$ cat src/rtl/cmp_irq_pkg.sv
package cmp_irq_pkg;

  typedef enum logic [1:0] {
    EV_NONE = 2'b00,
    EV_RISE = 2'b01,
    EV_FALL = 2'b10,
    EV_ANY  = 2'b11
  } ev_sel_e;

  // bit 3 enable, bits 2:1 select, bit 0 invert
  typedef struct packed {
    logic    en;
    ev_sel_e sel;
    logic    inv;
  } ch_cfg_t;

  function automatic logic ev_hit(ev_sel_e sel, logic prev, logic cur);
    unique case (sel)
      EV_RISE: return ~prev & cur;
      EV_FALL: return prev & ~cur;
      EV_ANY:  return prev ^ cur;
      default: return 1'b0;
    endcase
  endfunction

endpackage

$ cat src/rtl/cmp_irq_sync.sv
module cmp_irq_sync #(
  parameter int unsigned NCH    = 2,
  parameter int unsigned STAGES = 2
) (
  input  logic           clk_i,
  input  logic           rst_ni,
  input  logic [NCH-1:0] d_i,
  output logic [NCH-1:0] q_o
);

  for (genvar c = 0; c < NCH; c++) begin : g_ch
    logic [STAGES-1:0] sr_q;
    always_ff @(posedge clk_i or negedge rst_ni) begin
      if (!rst_ni) sr_q <= '0;
      else         sr_q <= {sr_q[STAGES-2:0], d_i[c]};
    end
    assign q_o[c] = sr_q[STAGES-1];
  end

endmodule

$ cat src/rtl/cmp_irq_chan.sv
module cmp_irq_chan
  import cmp_irq_pkg::*;
(
  input  logic    clk_i,
  input  logic    rst_ni,
  input  logic    sync_i,
  input  ch_cfg_t cfg_i,
  input  logic    sw_we_i,
  input  logic    sw_val_i,
  output logic    adj_o,
  output logic    flag_o
);

  logic prev_q, flag_q, hw_evt;

  assign adj_o  = sync_i ^ cfg_i.inv;
  assign hw_evt = ev_hit(cfg_i.sel, prev_q, adj_o);

  always_ff @(posedge clk_i or negedge rst_ni) begin
    if (!rst_ni) begin
      prev_q <= 1'b0;
      flag_q <= 1'b0;
    end else begin
      prev_q <= adj_o;
      // hardware event ORed last: set beats a clearing write
      flag_q <= (sw_we_i ? sw_val_i : flag_q) | hw_evt;
    end
  end

  assign flag_o = flag_q;

  a_r4_flag_sticky: assert property (@(posedge clk_i) disable iff (!rst_ni)
    (flag_q && !sw_we_i) |=> flag_q);

  a_r2_none_quiet: assert property (@(posedge clk_i) disable iff (!rst_ni)
    (!flag_q && !sw_we_i && cfg_i.sel == EV_NONE) |=> !flag_q);

  a_r10_set_wins: assert property (@(posedge clk_i) disable iff (!rst_ni)
    (hw_evt && sw_we_i) |=> flag_q);

endmodule

$ cat src/rtl/cmp_irq_regs.sv
module cmp_irq_regs
  import cmp_irq_pkg::*;
#(
  parameter int unsigned NCH = 2,
  parameter int unsigned AW  = 3,
  parameter int unsigned DW  = 8
) (
  input  logic                clk_i,
  input  logic                rst_ni,
  input  logic                wr_en_i,
  input  logic [AW-1:0]       wr_addr_i,
  input  logic [DW-1:0]       wr_data_i,
  input  logic [AW-1:0]       rd_addr_i,
  input  logic [NCH-1:0]      flags_i,
  input  logic [NCH-1:0]      status_i,
  output ch_cfg_t [NCH-1:0]   cfg_o,
  output logic                pe_o,
  output logic                ge_o,
  output logic                flag_we_o,
  output logic [NCH-1:0]      flag_wval_o,
  output logic [DW-1:0]       rd_data_o
);

  localparam int unsigned CFG_W  = $bits(ch_cfg_t);
  localparam int unsigned A_GLB  = NCH;
  localparam int unsigned A_FLAG = NCH + 1;
  localparam int unsigned A_STAT = NCH + 2;

  ch_cfg_t [NCH-1:0] cfg_q;
  logic              pe_q, ge_q;
  logic              unused_wr_hi;

  assign unused_wr_hi = ^wr_data_i[DW-1:CFG_W];

  always_ff @(posedge clk_i or negedge rst_ni) begin
    if (!rst_ni) begin
      cfg_q <= '0;
      pe_q  <= 1'b0;
      ge_q  <= 1'b0;
    end else if (wr_en_i) begin
      for (int c = 0; c < NCH; c++) begin
        if (wr_addr_i == AW'(c)) cfg_q[c] <= ch_cfg_t'(wr_data_i[CFG_W-1:0]);
      end
      if (wr_addr_i == AW'(A_GLB)) begin
        pe_q <= wr_data_i[0];
        ge_q <= wr_data_i[1];
      end
    end
  end

  assign cfg_o       = cfg_q;
  assign pe_o        = pe_q;
  assign ge_o        = ge_q;
  assign flag_we_o   = wr_en_i && (wr_addr_i == AW'(A_FLAG));
  assign flag_wval_o = wr_data_i[NCH-1:0];

  always_comb begin
    rd_data_o = '0;
    for (int c = 0; c < NCH; c++) begin
      if (rd_addr_i == AW'(c)) rd_data_o[CFG_W-1:0] = cfg_q[c];
    end
    if (rd_addr_i == AW'(A_GLB))  rd_data_o[1:0]     = {ge_q, pe_q};
    if (rd_addr_i == AW'(A_FLAG)) rd_data_o[NCH-1:0] = flags_i;
    if (rd_addr_i == AW'(A_STAT)) rd_data_o[NCH-1:0] = status_i;
  end

endmodule

$ cat src/rtl/cmp_irq_ctrl.sv
module cmp_irq_ctrl
  import cmp_irq_pkg::*;
#(
  parameter int unsigned NCH    = 2,
  parameter int unsigned STAGES = 2,
  parameter int unsigned AW     = 3,
  parameter int unsigned DW     = 8
) (
  input  logic           clk_i,
  input  logic           rst_ni,
  input  logic [NCH-1:0] cmp_raw_i,
  input  logic           wr_en_i,
  input  logic [AW-1:0]  wr_addr_i,
  input  logic [DW-1:0]  wr_data_i,
  input  logic [AW-1:0]  rd_addr_i,
  output logic [DW-1:0]  rd_data_o,
  output logic           irq_o
);

  logic [NCH-1:0]    sync, adj, flags, en_vec, flag_wval;
  ch_cfg_t [NCH-1:0] cfg;
  logic              pe, ge, flag_we, irq_q;

  cmp_irq_sync #(.NCH(NCH), .STAGES(STAGES)) u_sync (
    .clk_i (clk_i),
    .rst_ni(rst_ni),
    .d_i   (cmp_raw_i),
    .q_o   (sync)
  );

  cmp_irq_regs #(.NCH(NCH), .AW(AW), .DW(DW)) u_regs (
    .clk_i      (clk_i),
    .rst_ni     (rst_ni),
    .wr_en_i    (wr_en_i),
    .wr_addr_i  (wr_addr_i),
    .wr_data_i  (wr_data_i),
    .rd_addr_i  (rd_addr_i),
    .flags_i    (flags),
    .status_i   (adj),
    .cfg_o      (cfg),
    .pe_o       (pe),
    .ge_o       (ge),
    .flag_we_o  (flag_we),
    .flag_wval_o(flag_wval),
    .rd_data_o  (rd_data_o)
  );

  for (genvar c = 0; c < NCH; c++) begin : g_chan
    cmp_irq_chan u_chan (
      .clk_i   (clk_i),
      .rst_ni  (rst_ni),
      .sync_i  (sync[c]),
      .cfg_i   (cfg[c]),
      .sw_we_i (flag_we),
      .sw_val_i(flag_wval[c]),
      .adj_o   (adj[c]),
      .flag_o  (flags[c])
    );
    assign en_vec[c] = cfg[c].en;
  end

  always_ff @(posedge clk_i or negedge rst_ni) begin
    if (!rst_ni) irq_q <= 1'b0;
    else         irq_q <= (|(flags & en_vec)) & pe & ge;
  end

  assign irq_o = irq_q;

  a_r6_irq_gate: assert property (@(posedge clk_i) disable iff (!rst_ni)
    irq_o |-> $past(pe && ge));

  a_r6_irq_source: assert property (@(posedge clk_i) disable iff (!rst_ni)
    irq_o |-> $past(|(flags & en_vec)));

endmodule

$ cat config.mk
export PLATFORM = sky130hd
export DESIGN_NAME = cmp_irq_ctrl
export DESIGN_NICKNAME = d
export VERILOG_FILES = /design/src/rtl/cmp_irq_pkg.sv /design/src/rtl/cmp_irq_sync.sv /design/src/rtl/cmp_irq_chan.sv /design/src/rtl/cmp_irq_regs.sv /design/src/rtl/cmp_irq_ctrl.sv
export SDC_FILE = /design/constraint.sdc
export NUM_CORES = 1
export LEC_CHECK = 0
export ABC_AREA = 0
export BUFFER_PORTS_ARGS = -buffer_cell sky130_fd_sc_hd__buf_2
export CORE_MARGIN = 2
export CORE_UTILIZATION = 45
export CTS_CLUSTER_DIAMETER = 50
export DETAILED_ROUTE_END_ITERATION = 8
export GPL_TIMING_DRIVEN = 0
export PLACE_DENSITY = 0.74
export SYNTH_ARGS = -nofsm -noshare
export SYNTH_HDL_FRONTEND = slang
export SYNTH_SLANG_ARGS = --single-unit
$ cat constraint.sdc
create_clock -name clk_i -period 1.37 [get_ports clk_i]
set_clock_uncertainty 0.1 [all_clocks]
set_input_delay 0.274 -clock clk_i [delete_from_list [all_inputs] [get_ports clk_i]]
set_output_delay 0.274 -clock clk_i [all_outputs]
set_load 0.03 [all_outputs]
==> summary by stage, run 1 <==
Power
VDD sags by at most 0.753 mV. The post-layout total power is between 0.0015 and 0.002 W. The leakage component of the power is ~0.62 nW. The power density of the placed cells is ~1200 nW/um^2.

Route
Wires add up to between 1500 and 2000 um. The iteration count of the initial detailed-routing pass is 4. After detailed routing, the average wire length per cell comes to between 10 and 15 um. In this run the remaining antenna-violating nets after routing total 0. The routed via count divided by cell count is between 5 and 6. The detailed router placed around 750 vias in this run. For this run, design rule violations remaining after detail routing come to 0. The total length of routed met3 wires is 94 um. In the final routing, the length of wire on met1 measures 834 um. The violation count after the first detailed-routing iteration is 5. The amount of wire on met2 after detailed routing is ~940 um. The top layer reached by signal wires is met4.

Global route
The largest net degree at the start of global routing is 20. For this run the aggregate overflow at the end of global routing stands at 0. Global routing used 17.9% of the available tracks across all layers. The number of global-route vias before repair came to 729. The initial antenna violation count is 0. The wire length of the first global-routing pass is around 3200 um.

Floorplan
The height of the die is 50.4 um. The core region is around 2000 um^2. Once the floorplan was initialized, standard cells occupied between 40% and 50% of the core. The number of standard-cell rows in the floorplan is 16. Pin placement for this block handled 28 I/O pins. The overall die width is about 50 um. The floorplan step defined a die boundary enclosing 2540 um^2.

Timing
The count of pins over their slew limit is 0. In the finished design, the share of the clock period the worst path needs comes to 129%. The final worst slack is -0.391 ns.

The count of endpoints failing hold in the final timing report is 0. In the final timing run, aggregate negative setup slack is -1.35 ns. The final critical-path required period is approximately 1.8 ns. Based on the critical path, the design can be clocked at up to 0.568 GHz. The setup violation total in the final timing report is 6. Setup repair after global routing could not meet its margin everywhere.

Worst hold path
The start point of the worst min-delay path is wr_data_i[3]. The count of cells along the worst hold path is 2. For hold timing, the worst endpoint is u_regs.cfg_o[3]. The path category of the worst min-delay check is in2reg.

Placement
Routability-driven placement finished with a final weighted congestion of 0.746. The standard cell area after detailed placement is between 1000 and 1500 um^2. The number of buffers added on ports is 17. The worst slack at placement is -0.192 ns. The placed instance count is 126.

Detailed placement finished with a half-perimeter wire length of around 1300 um.

Clock tree
In this run the number of H-tree levels came out at 1. In this run, CTS created clock tree buffers numbering 3. The clock transition time at the flip-flop clock pins of the worst setup and hold paths is roughly 0.11 ns. The longest clock path from root to sink contains 2 buffers.

The root buffer cell chosen for the clock tree is clkbuf_4. TritonCTS built the clock tree. For this design, the sink count on the clock tree is 19.

The source-to-sink clock delay at the later pin of the worst-skew pair is about 0.30 ns.

Setup path
The cell family with the largest share of critical-path delay is flip-flops. The largest individual stage delay along the critical path comes from the cell dfrtp_2. The largest single stage delay on the critical path is between 0.4 and 0.5 ns.

Across all register-to-register paths, the minimum setup slack is -0.27 ns. Along the worst path, the maximum fanout reaches 3. At the worst endpoint, the arrival time is between 1 and 1.5 ns. STA classifies the critical path startpoint as a register. The kind of end point of the critical path is an output port. The critical path crosses 4 cells after its start point.

The cell depth of the worst flop-to-flop path is 6. The data required time at the worst endpoint is 1.00 ns. The critical path goes through xor2_2 > a31oi_2 > o21ai_4 > buf_6.

Counting both buffers and inverters, the worst setup path holds a total of 1. The capture point of the worst reg-to-reg path is g_chan[1].u_chan.flag_o. The critical path start-end classification is reg2out. The worst reg2reg path startpoint is u_regs.cfg_o[4].

Layout
The finished layout holds between 100 and 150 standard cells, fillers aside. Leaving out fill and tap cells, the most frequent cells in the layout are dfrtp_1, buf_4, buf_2, mux2_2, mux2i_1. The most frequent standard cell in the layout excluding fill and tap cells is dfrtp_1. At the end of the flow, the number of nets in the layout was about 140. After routing the design area is 1330 um^2. The final-layout fill cell count is 153. The repair_antennas step left the layout with diodes totalling 0.

The area growth from synthesis to final layout is 37.4%. The ratio of cells with drive above 1 in the final layout is about half.

Outcome
The final reports fail on setup timing. The flow ran to the end, but the final reports show violations.

Synthesis
The sequential cell area fraction in the yosys report is 49.0%. Counting every instance in the synthesized netlist gives 79. The netlist uses 27 different library cells. The average cell area after synthesis is between 10 and 15 um^2. The Yosys warning count is 0. The number of flip-flops and latches in the synthesized netlist is 19. The combined area of all synthesized cells is 970 um^2.

Run
Max-cap violations in this run came to 0.
## metal layers
layer	GRT usage, %	up-vias
met1	21.8	361
met2	29.2	23
li1	-	353
met5	0	-
met4	13.1	0
met3	2.08	8
## worst max path at each step
stage                         start      endpoint  slack (ns)
floorplan              rd_addr_i[1]  rd_data_o[0]       -0.17
global placement       rd_addr_i[2]  rd_data_o[1]       -0.15
detailed placement     rd_addr_i[2]  rd_data_o[1]       -0.19
CTS                 u_regs.cfg_o[4]  rd_data_o[1]       -0.39
global route        u_regs.cfg_o[4]  rd_data_o[1]       -0.44
finish              u_regs.cfg_o[4]  rd_data_o[1]       -0.39
## synth_stat cells
library cell	n	area (um^2)
a31oi_1	2	12.5
and4bb_1	1	12.5
nor2b_1	2	12.5
nand3b_1	1	7.51
nand3_1	1	5.00
nand4b_1	1	8.76
mux2i_1	6	60.1
o21a_1	2	15.0
dfrtp_1	19	475
ha_1	2	25.0
xor2_1	4	35.0
nor4bb_1	1	10.0
nor2_1	2	7.51
a22oi_1	1	7.51
o211ai_1	1	7.51
and4bb_2	1	12.5
mux2_2	10	113
conb_1	1	3.75
buf_2	2	10.0
nand2_1	4	15.0
o311ai_0	2	17.5
nor3_1	2	10.0
and4b_1	1	10.0
inv_1	2	7.51
buf_4	4	30.0
o21ai_0	3	15.0
nor4b_4	1	23.8
## state kept, by name, summed over array words and instances (netlist names)
name / flops
g_chan.u_chan.flag_o: 2
g_chan.u_chan.prev_q: 2
irq_o: 1
u_regs.cfg_o: 8
u_regs.ge_o: 1
u_regs.pe_o: 1
u_sync.g_ch.sr_q: 4
## through the flow
stage | util [%] | hold WS [ns]
final | 66.6 | 0.106
after global routing | 66.6 | 0.105
after CTS | 65.4 | 0.106
after detailed placement | 56.0 | 0.129
after global placement | 56.0 | 0.129
after floorplan | - | -0.122
## report_power, final
group / switching, W / total, W / internal [W]
combinational: 0.000275 / 0.000589 / 0.000313
clock: 0.000178 / 0.000292 / 0.000114
sequential: 0.0000892 / 0.000758 / 0.000668
total: 0.000543 / 0.00164 / 0.00110
## area by class of cell
| cell class | count | area [um^2] | share of cell area (%) |
|---|---|---|---|
| Tap cell | 27 | 33.8 | 2.54 |
| Clock buffer | 4 | 26.3 | 1.97 |
| Timing Repair Buffer | 31 | 219 | 16.4 |
| Sequential cell | 19 | 478 | 35.9 |
| Buffer | 6 | 40.0 | 3.00 |
| Inverter | 2 | 7.51 | 0.563 |
| Multi-Input combinational cell | 55 | 528 | 39.6 |
## kinds of logic (layout without fill, tap and decap cells)
logic type / after synthesis / in the layout / share of synthesized area, %
compound gates: 11 / 11 / 7.74
xor+xnor: 4 / 4 / 3.61
fa+ha+maj: 2 / 2 / 2.58
buf+inv: 8 / 43 / 4.90
flops: 19 / 19 / 49.0
mux: 16 / 16 / 17.8
other cells: 1 / 4 / 0.387
simple gates: 18 / 18 / 13.9
## repair_timing
action / 4_1_cts / 5_1_grt
buffers inserted: 9 / 4
resized for setup: 18 / 3
hold buffers: 3 / 0
setup endpoints to repair: 6 / 6
pin swaps: 11 / 5
cloned: 0 / 0
hold endpoints to repair: 21 / 0
No activity file was read; power rests on OpenSTA's default activity.
==> inputs of run 2 (changes only) <==
--- a/config.mk
+++ b/config.mk
@@ -13,6 +13,7 @@
 export DETAILED_ROUTE_END_ITERATION = 8
 export GPL_TIMING_DRIVEN = 0
 export PLACE_DENSITY = 0.74
+export SETUP_SLACK_MARGIN = 0.15
 export SYNTH_ARGS = -nofsm -noshare
 export SYNTH_HDL_FRONTEND = slang
 export SYNTH_SLANG_ARGS = --single-unit
==> summary by stage, run 2 (synthesis gave the netlist of run 1 again) <==
Global route
The number of global-route vias before repair was 764 (+4.8%). The initial antenna violation count came to 0 (unchanged). The largest net degree at the start of global routing is 20 (unchanged). The total congestion overflow after global routing is 0 (unchanged). The total global routing track utilization was 18.7% (+0.80 points). The wire length of the first global-routing pass is 3560 um (+9.8%).

Power
The part of the total power dissipated in combinational logic is 38.7% (+2.8 points). The clock group share of total power was 16.8% (-1.0 points). The leakage component of the power is 0.649 nW (+4.4%). The switching power was 0.000577 W (+6.3%). The switching fraction of total power is 33.5% (+0.39 points). The maximum VDD drop is 0.824 mV (+9.4%). The power density of the placed cells was 1210 nW/um^2 (-1.4%). The cell-internal power is 0.00114 W (+4.4%). The part of the power in registers is 44.4% (-1.8 points).

Route
The violation count after the first detailed-routing iteration was 2 (-3). The residual DRC count is 0 (unchanged). The highest layer touched by signal routing is met4. The wire length on met1 was 899 um (+7.8%). The total wire length came to 2060 um (+5.3%). The amount of wire on met2 after detailed routing came to 1050 um (+11%). The number of nets still failing antenna checks after routing is 0 (unchanged). The iteration count of the initial detailed-routing pass is 4 (unchanged). The total length of routed met3 wires came to 67 um (-29%). The routed via count divided by cell count is 5.23 (+1.0%).

The routed wire length per instance came to 14.2 um (+4.6%). The total via count in the routed design is 758 (+1.7%).

Floorplan
The overall die width came to 50.4 um (unchanged). The core footprint is 2000 um^2 (unchanged). The initial cell density of the core is 48.4% (unchanged).

The total die area is 2540 um^2 (unchanged). The count of pins on the block boundary was 28 (unchanged). The number of standard-cell rows in the floorplan is 16 (unchanged). The height of the die is 50.4 um (unchanged).

Setup path
The data arrival at the endpoint of the critical path is 1.37 ns (-0.02 ns). The nature of the critical path startpoint is a register. The critical path goes through xor2_2 > a31oi_2 > o21ai_4 > buf_6. The critical path start-end classification is reg2out. The kind of end point of the critical path is an output port. The biggest cell delay along the critical path is 0.45 ns (about the same). The register-to-register setup slack is -0.35 ns (-0.08 ns). The cell depth of the worst flop-to-flop path is 7 (+1). The data required time at the worst endpoint is 1.00 ns (about the same). The largest individual stage delay along the critical path comes from the cell dfrtp_2. The largest driver fanout on the critical path is 3 (unchanged).

Clock tree
The number of buffers on the longest clock path is 2 (unchanged). The clock sink count is 19 (unchanged). The CTS tree is built. The clock transition time at the flip-flop clock pins of the worst setup and hold paths is 0.12 ns (about the same). The H-tree depth came to 1 (unchanged). The total CTS buffers is 3 (unchanged). The source-to-sink clock delay at the later pin of the worst-skew pair came to 0.31 ns (about the same).

The tree is rooted in a clkbuf_4.

Layout
The post-route cell area is 1420 um^2 (+6.5%). The final core utilization was 70.9% (+4.3 points). The count of nets after finishing was 140 (+0.72%). The antenna cell count is 0 (unchanged). The ratio of cells with drive above 1 in the final layout is 55.9% (+4.7 points).

In the layout the commonest cells are dfrtp_1, buf_4, buf_2, mux2_2, buf_6. The flip-flop count of the largest register after layout is 8 (unchanged). The most frequent standard cell in the layout excluding fill and tap cells is dfrtp_1. Compared with the post-synthesis result, the final layout area differs by 46.3%.

Worst hold path
The path class of the tightest hold or removal check is in2reg. The count of cells along the worst hold path is 2 (unchanged).

Timing
The count of pins over their slew limit was 0 (unchanged). The final critical-path required period came to 1.74 ns (-0.0196 ns). The highest attainable clock frequency is 0.574 GHz (+1.1%).

The final worst slack is -0.372 ns (+0.0196 ns). The count of endpoints failing hold in the final timing report is 0 (unchanged). The final hold slack is 0.101 ns (-0.00509 ns). The setup violation total in the final timing report is 6 (unchanged). The post-route clock period utilization was 127% (-1.4 points). Setup repair after global routing could not meet its margin everywhere.

Placement
The number of buffers added on ports was 17 (unchanged). The post-detailed-placement half-perimeter wirelength is 1400 um (+5.5%). The standard cell area after detailed placement is 1150 um^2 (+2.8%). The weighted congestion at the end of routability-driven global placement is 0.820 (+9.9%).

Run
The number of max-cap violations came to 0 (unchanged).

Outcome
The run finished, with violations left. The final reports fail on setup timing.
==> run 2: changes by cell type in the layout (fill, tap and decap cells not counted), sizes merged <==
cell / before / now
buf: 34 / 35
clkbuf: 4 / 3
clkinv: 0 / 1
==> run 2: worst paths after layout <==
| path | from | end |
|---|---|---|
| max | u_regs.cfg_o[4] | rd_data_o[1] |
| min reg2reg | u_sync.g_ch[1].sr_q[0] | u_sync.g_ch[1].sr_q[1] |
| min in group asynchronous | rst_ni | g_chan[0].u_chan.prev_q |
| max reg2reg | u_regs.cfg_o[4] | g_chan[1].u_chan.flag_o |
| min | wr_data_i[3] | u_regs.cfg_o[3] |
| max in group asynchronous | rst_ni | u_sync.g_ch[0].sr_q[1] |
==> run 2: critical path: cells and delay by family (launching register included) <==
family / cells / cell delay [ns]
DFF: 1 / 0.45
buffers and inverters: 1 / 0.14
xor gates and xnor gates: 1 / 0.16
AOI/OAI and AO/OA: 2 / 0.30
==> run 2: layout make-up <==
| type | count | area, um^2 |
|---|---|---|
| clock buffers | 3 | 22.5 |
| well taps | 27 | 33.8 |
| multi-input cells | 55 | 581 |
| fillers | 137 | 583 |
| inverters | 2 | 7.51 |
| plain buffers | 6 | 46.3 |
| clock inverters | 1 | 5.00 |
| flip-flops and latches | 19 | 479 |
| repair buffers | 32 | 244 |
==> run 2: through the flow <==
| stage | setup WS [ns] | setup TNS (ns) | instances | total power (W) |
|---|---|---|---|---|
| 2_1_floorplan | 0.0307 | 0 | 82 | 0.00107 |
| 3_3_place_gp | -0.201 | -0.695 | 126 | 0.00117 |
| 3_5_place_dp | -0.226 | -0.796 | 126 | 0.00120 |
| 4_1_cts | -0.383 | -1.30 | 139 | 0.00163 |
| 5_1_grt | -0.428 | -1.84 | 145 | 0.00182 |
| 6_report | -0.372 | -1.57 | 145 | 0.00172 |
==> run 2: power groups by stage <==
stage | Clock [W] | Sequential (W) | Combinational [W]
after floorplan | 0 | 0.000757 | 0.000310
after global placement | 0 | 0.000770 | 0.000403
after detailed placement | 0 | 0.000777 | 0.000420
after CTS | 0.000292 | 0.000764 | 0.000572
after global routing | 0.000318 | 0.000780 | 0.000721
final | 0.000290 | 0.000765 | 0.000666
==> run 2: per-layer routing <==
| layer | GRT usage, % | vias to the layer above |
|---|---|---|
| li1 | - | 356 |
| met1 | 22.5 | 376 |
| met2 | 32.9 | 21 |
| met3 | 2.08 | 5 |
| met4 | 9.46 | 0 |
| met5 | 0 | - |
==> run 2: repair_timing <==
action / 4_1_cts / 5_1_grt
gates cloned: 0 / 0
hold buffers: 3 / 0
pin swaps: 6 / 5
setup buffers: 6 / 6
resized for setup: 23 / 3
setup endpoints to repair: 7 / 7
endpoints found under the hold margin: 21 / 0
==> inputs of run 3 (changes only) <==
--- a/config.mk
+++ b/config.mk
@@ -13,7 +13,9 @@
 export DETAILED_ROUTE_END_ITERATION = 8
 export GPL_TIMING_DRIVEN = 0
 export PLACE_DENSITY = 0.74
+export REMOVE_ABC_BUFFERS = 1
 export SETUP_SLACK_MARGIN = 0.15
+export SLEW_MARGIN = 15
 export SYNTH_ARGS = -nofsm -noshare
 export SYNTH_HDL_FRONTEND = slang
 export SYNTH_SLANG_ARGS = --single-unit
==> summary by stage, run 3 (synthesis gave the netlist of run 1 again) <==
Outcome
The flow ran to the end, but the final reports show violations. The final reports fail on setup timing.

Power
The switching power is 0.000519 W (-10%). The part of the total power dissipated in combinational logic is 36.3% (-2.4 points). The part of the power in registers came to 46.6% (+2.2 points). The switching fraction of total power is 31.9% (-1.6 points). The clock group share of total power is 17.1% (+0.3 points). The cell-internal power is 0.00111 W (-3.3%). The maximum VDD drop is 0.793 mV (-3.7%). The power density of the placed cells was 1250 nW/um^2 (+3.4%).

The leakage component of the power is 0.612 nW (-5.8%).

Placement
The post-detailed-placement half-perimeter wirelength is 1320 um (-5.5%). The weighted congestion at the end of routability-driven global placement came to 0.781 (-4.7%). The placed instance count was 122 (-3.2%). The number of buffers added on ports is 19 (+2).

Setup path
On the critical path the largest part of the delay comes from flip-flops. The data required time at the worst endpoint is 1.00 ns (about the same). The critical path start-end classification is reg2out.

STA classifies the critical path endpoint as an output port. The worst setup path startpoint is u_sync.g_ch[0].sr_q[1]. The signal on the critical path passes through xor2_2 > a31oi_1 > o21ai_1 > buf_4.

The cell depth of the worst flop-to-flop path is 7 (unchanged). The biggest cell delay along the critical path is 0.43 ns (-0.02 ns). STA classifies the critical path startpoint as a register. The most critical setup path has its endpoint at rd_data_o[0]. The buffer and inverter count on the worst path is 1 (unchanged). The data arrival at the endpoint of the critical path is 1.31 ns (-0.06 ns). The largest driver fanout on the critical path is 2 (-1). The register-to-register setup slack is -0.22 ns (+0.13 ns).

The cell type of the slowest stage on the worst timing path is dfrtp_1. The worst reg2reg path startpoint is u_sync.g_ch[0].sr_q[1]. In this run the critical register-to-register path is captured at g_chan[0].u_chan.flag_o. The depth of the critical timing path with buffers and inverters included is 4 (unchanged).

Layout
The count of nets after finishing is 137 (-2.1%). The final core utilization came to 64.8% (-6.1 points). The ratio of cells with drive above 1 in the final layout was 47.8% (-8.1 points). The number of non-filler instances in the completed layout is 142 (-2.1%).

The area taken by flip-flops and latches is 478 um^2 (-0.26%). The final-layout fill cell count was 170 (+24%). The antenna cell count is 0 (unchanged). Leaving out fill and tap cells, the most frequent cells in the layout are dfrtp_1, buf_4, buf_2, mux2_2, mux2i_1. The flip-flop count of the largest register after layout is 8 (unchanged). The area of the multi-input gates is 512 um^2 (-12%). The area growth from synthesis to final layout is 33.7%.

Route
The number of nets still failing antenna checks after routing is 0 (unchanged). The routed via count divided by cell count is 5.23 (about the same). The routed wire length per instance is 13.5 um (-4.8%). The iteration count of the initial detailed-routing pass is 4 (unchanged). The violation count after the first detailed-routing iteration is 5 (+3). The residual DRC count came to 0 (unchanged). The total via count in the routed design is 743 (-2.0%). The total wire length is 1920 um (-6.7%).

Global route
The initial antenna violation count is 0 (unchanged). The total global routing track utilization is 17.7% (-0.99 points). The total congestion overflow after global routing is 0 (unchanged). The wire length of the first global-routing pass is 3290 um (-7.6%). The largest net degree at the start of global routing is 20 (unchanged). The number of global-route vias before repair is 738 (-3.4%).

Clock tree
The clock sink count is 19 (unchanged). The H-tree depth came to 1 (unchanged). The source-to-sink clock delay at the later pin of the worst-skew pair is 0.29 ns (-0.02 ns). TritonCTS built the clock tree. The number of buffers on the longest clock path is 2 (unchanged). The tree is rooted in a clkbuf_4. The clock transition time at the flip-flop clock pins of the worst setup and hold paths came to 0.10 ns (-0.02 ns). The total CTS buffers is 3 (unchanged).

Floorplan
The total die area is 2540 um^2 (unchanged). The overall die width came to 50.4 um (unchanged). The height of the die is 50.4 um (unchanged). The number of standard-cell rows in the floorplan is 16 (unchanged).

The initial cell density of the core is 48.4% (unchanged). The core footprint is 2000 um^2 (unchanged). The count of pins on the block boundary is 28 (unchanged).

Timing
The setup violation total in the final timing report came to 6 (unchanged). The final hold slack is 0.122 ns (+0.0214 ns). The highest attainable clock frequency is 0.593 GHz (+3.2%).

The final worst slack is -0.318 ns (+0.0541 ns). The count of endpoints failing hold in the final timing report is 0 (unchanged). Setup repair after global routing could not meet its margin everywhere. The post-route clock period utilization was 123% (-3.9 points). The final critical-path required period is 1.69 ns (-0.0541 ns). The count of pins over their slew limit is 0 (unchanged).

Worst hold path
The tightest min-delay check is of the in2reg type.

Run
The number of max-cap violations came to 0 (unchanged).
[run 3: power by group through the flow]
stage | sequential (W) | combinational, W | clock [W]
2_1_floorplan | 0.000754 | 0.000257 | 0
3_3_place_gp | 0.000766 | 0.000353 | 0
3_5_place_dp | 0.000771 | 0.000371 | 0
4_1_cts | 0.000750 | 0.000521 | 0.000282
5_1_grt | 0.000772 | 0.000648 | 0.000298
6_report | 0.000758 | 0.000590 | 0.000278
[run 3: area by class of cell]
type,instances,share of cell area (%)
clock buffer,4,2.03
inverter,2,0.579
multi-input combinational,55,39.5
sequential,19,36.9
tap,27,2.61
timing repair buffer,35,18.4
[run 3: how the worst min path moves through the flow]
stage	from	to	slack, ns	depth (start not counted)
6_report	wr_data_i[2]	u_regs.cfg_o[2]	0.12	2
5_1_grt	wr_data_i[2]	u_regs.cfg_o[2]	0.13	2
4_1_cts	wr_data_i[2]	u_regs.cfg_o[2]	0.12	2
3_5_place_dp	rst_ni	u_sync.g_ch[1].sr_q[0]	0.13	1
3_3_place_gp	rst_ni	u_sync.g_ch[1].sr_q[0]	0.13	1
2_1_floorplan	rst_ni	g_chan[0].u_chan.flag_o	-0.12	0
[run 3: repair_timing]
| action | in CTS | in global routing |
|---|---|---|
| endpoints found under the setup margin | 6 | 7 |
| pin swaps | 9 | 4 |
| setup buffers | 10 | 3 |
| hold endpoints to repair | 21 | 0 |
| gates resized for setup | 16 | 6 |
| hold buffers | 3 | 0 |
[run 3: worst reg2reg max path, delay by kind of cell (launching register included)]
family / cells / cell delay (ns)
buf+inv: 2 / 0.27
flops: 1 / 0.43
simple gates: 1 / 0.06
fa+ha+maj: 1 / 0.28
xor+xnor: 1 / 0.13
compound gates: 2 / 0.20
[run 3: stage by stage]
step	area, um^2	TNS [ns]	total power (W)	worst slack [ns]
after floorplan	941	-0.724	0.00101	-0.299
after global placement	1070	-0.576	0.00112	-0.137
after detailed placement	1070	-0.793	0.00114	-0.162
after CTS	1260	-0.986	0.00155	-0.307
after global routing	1300	-1.57	0.00172	-0.393
final	1300	-1.11	0.00163	-0.318
[run 3: per-layer routing]
layer	vias to the layer above	track usage, %	share of wire, %
li1	355	-	-
met1	363	21.4	45
met2	19	30.3	49
met3	6	3.57	3.7
met4	0	8.11	2.3
met5	-	0	0
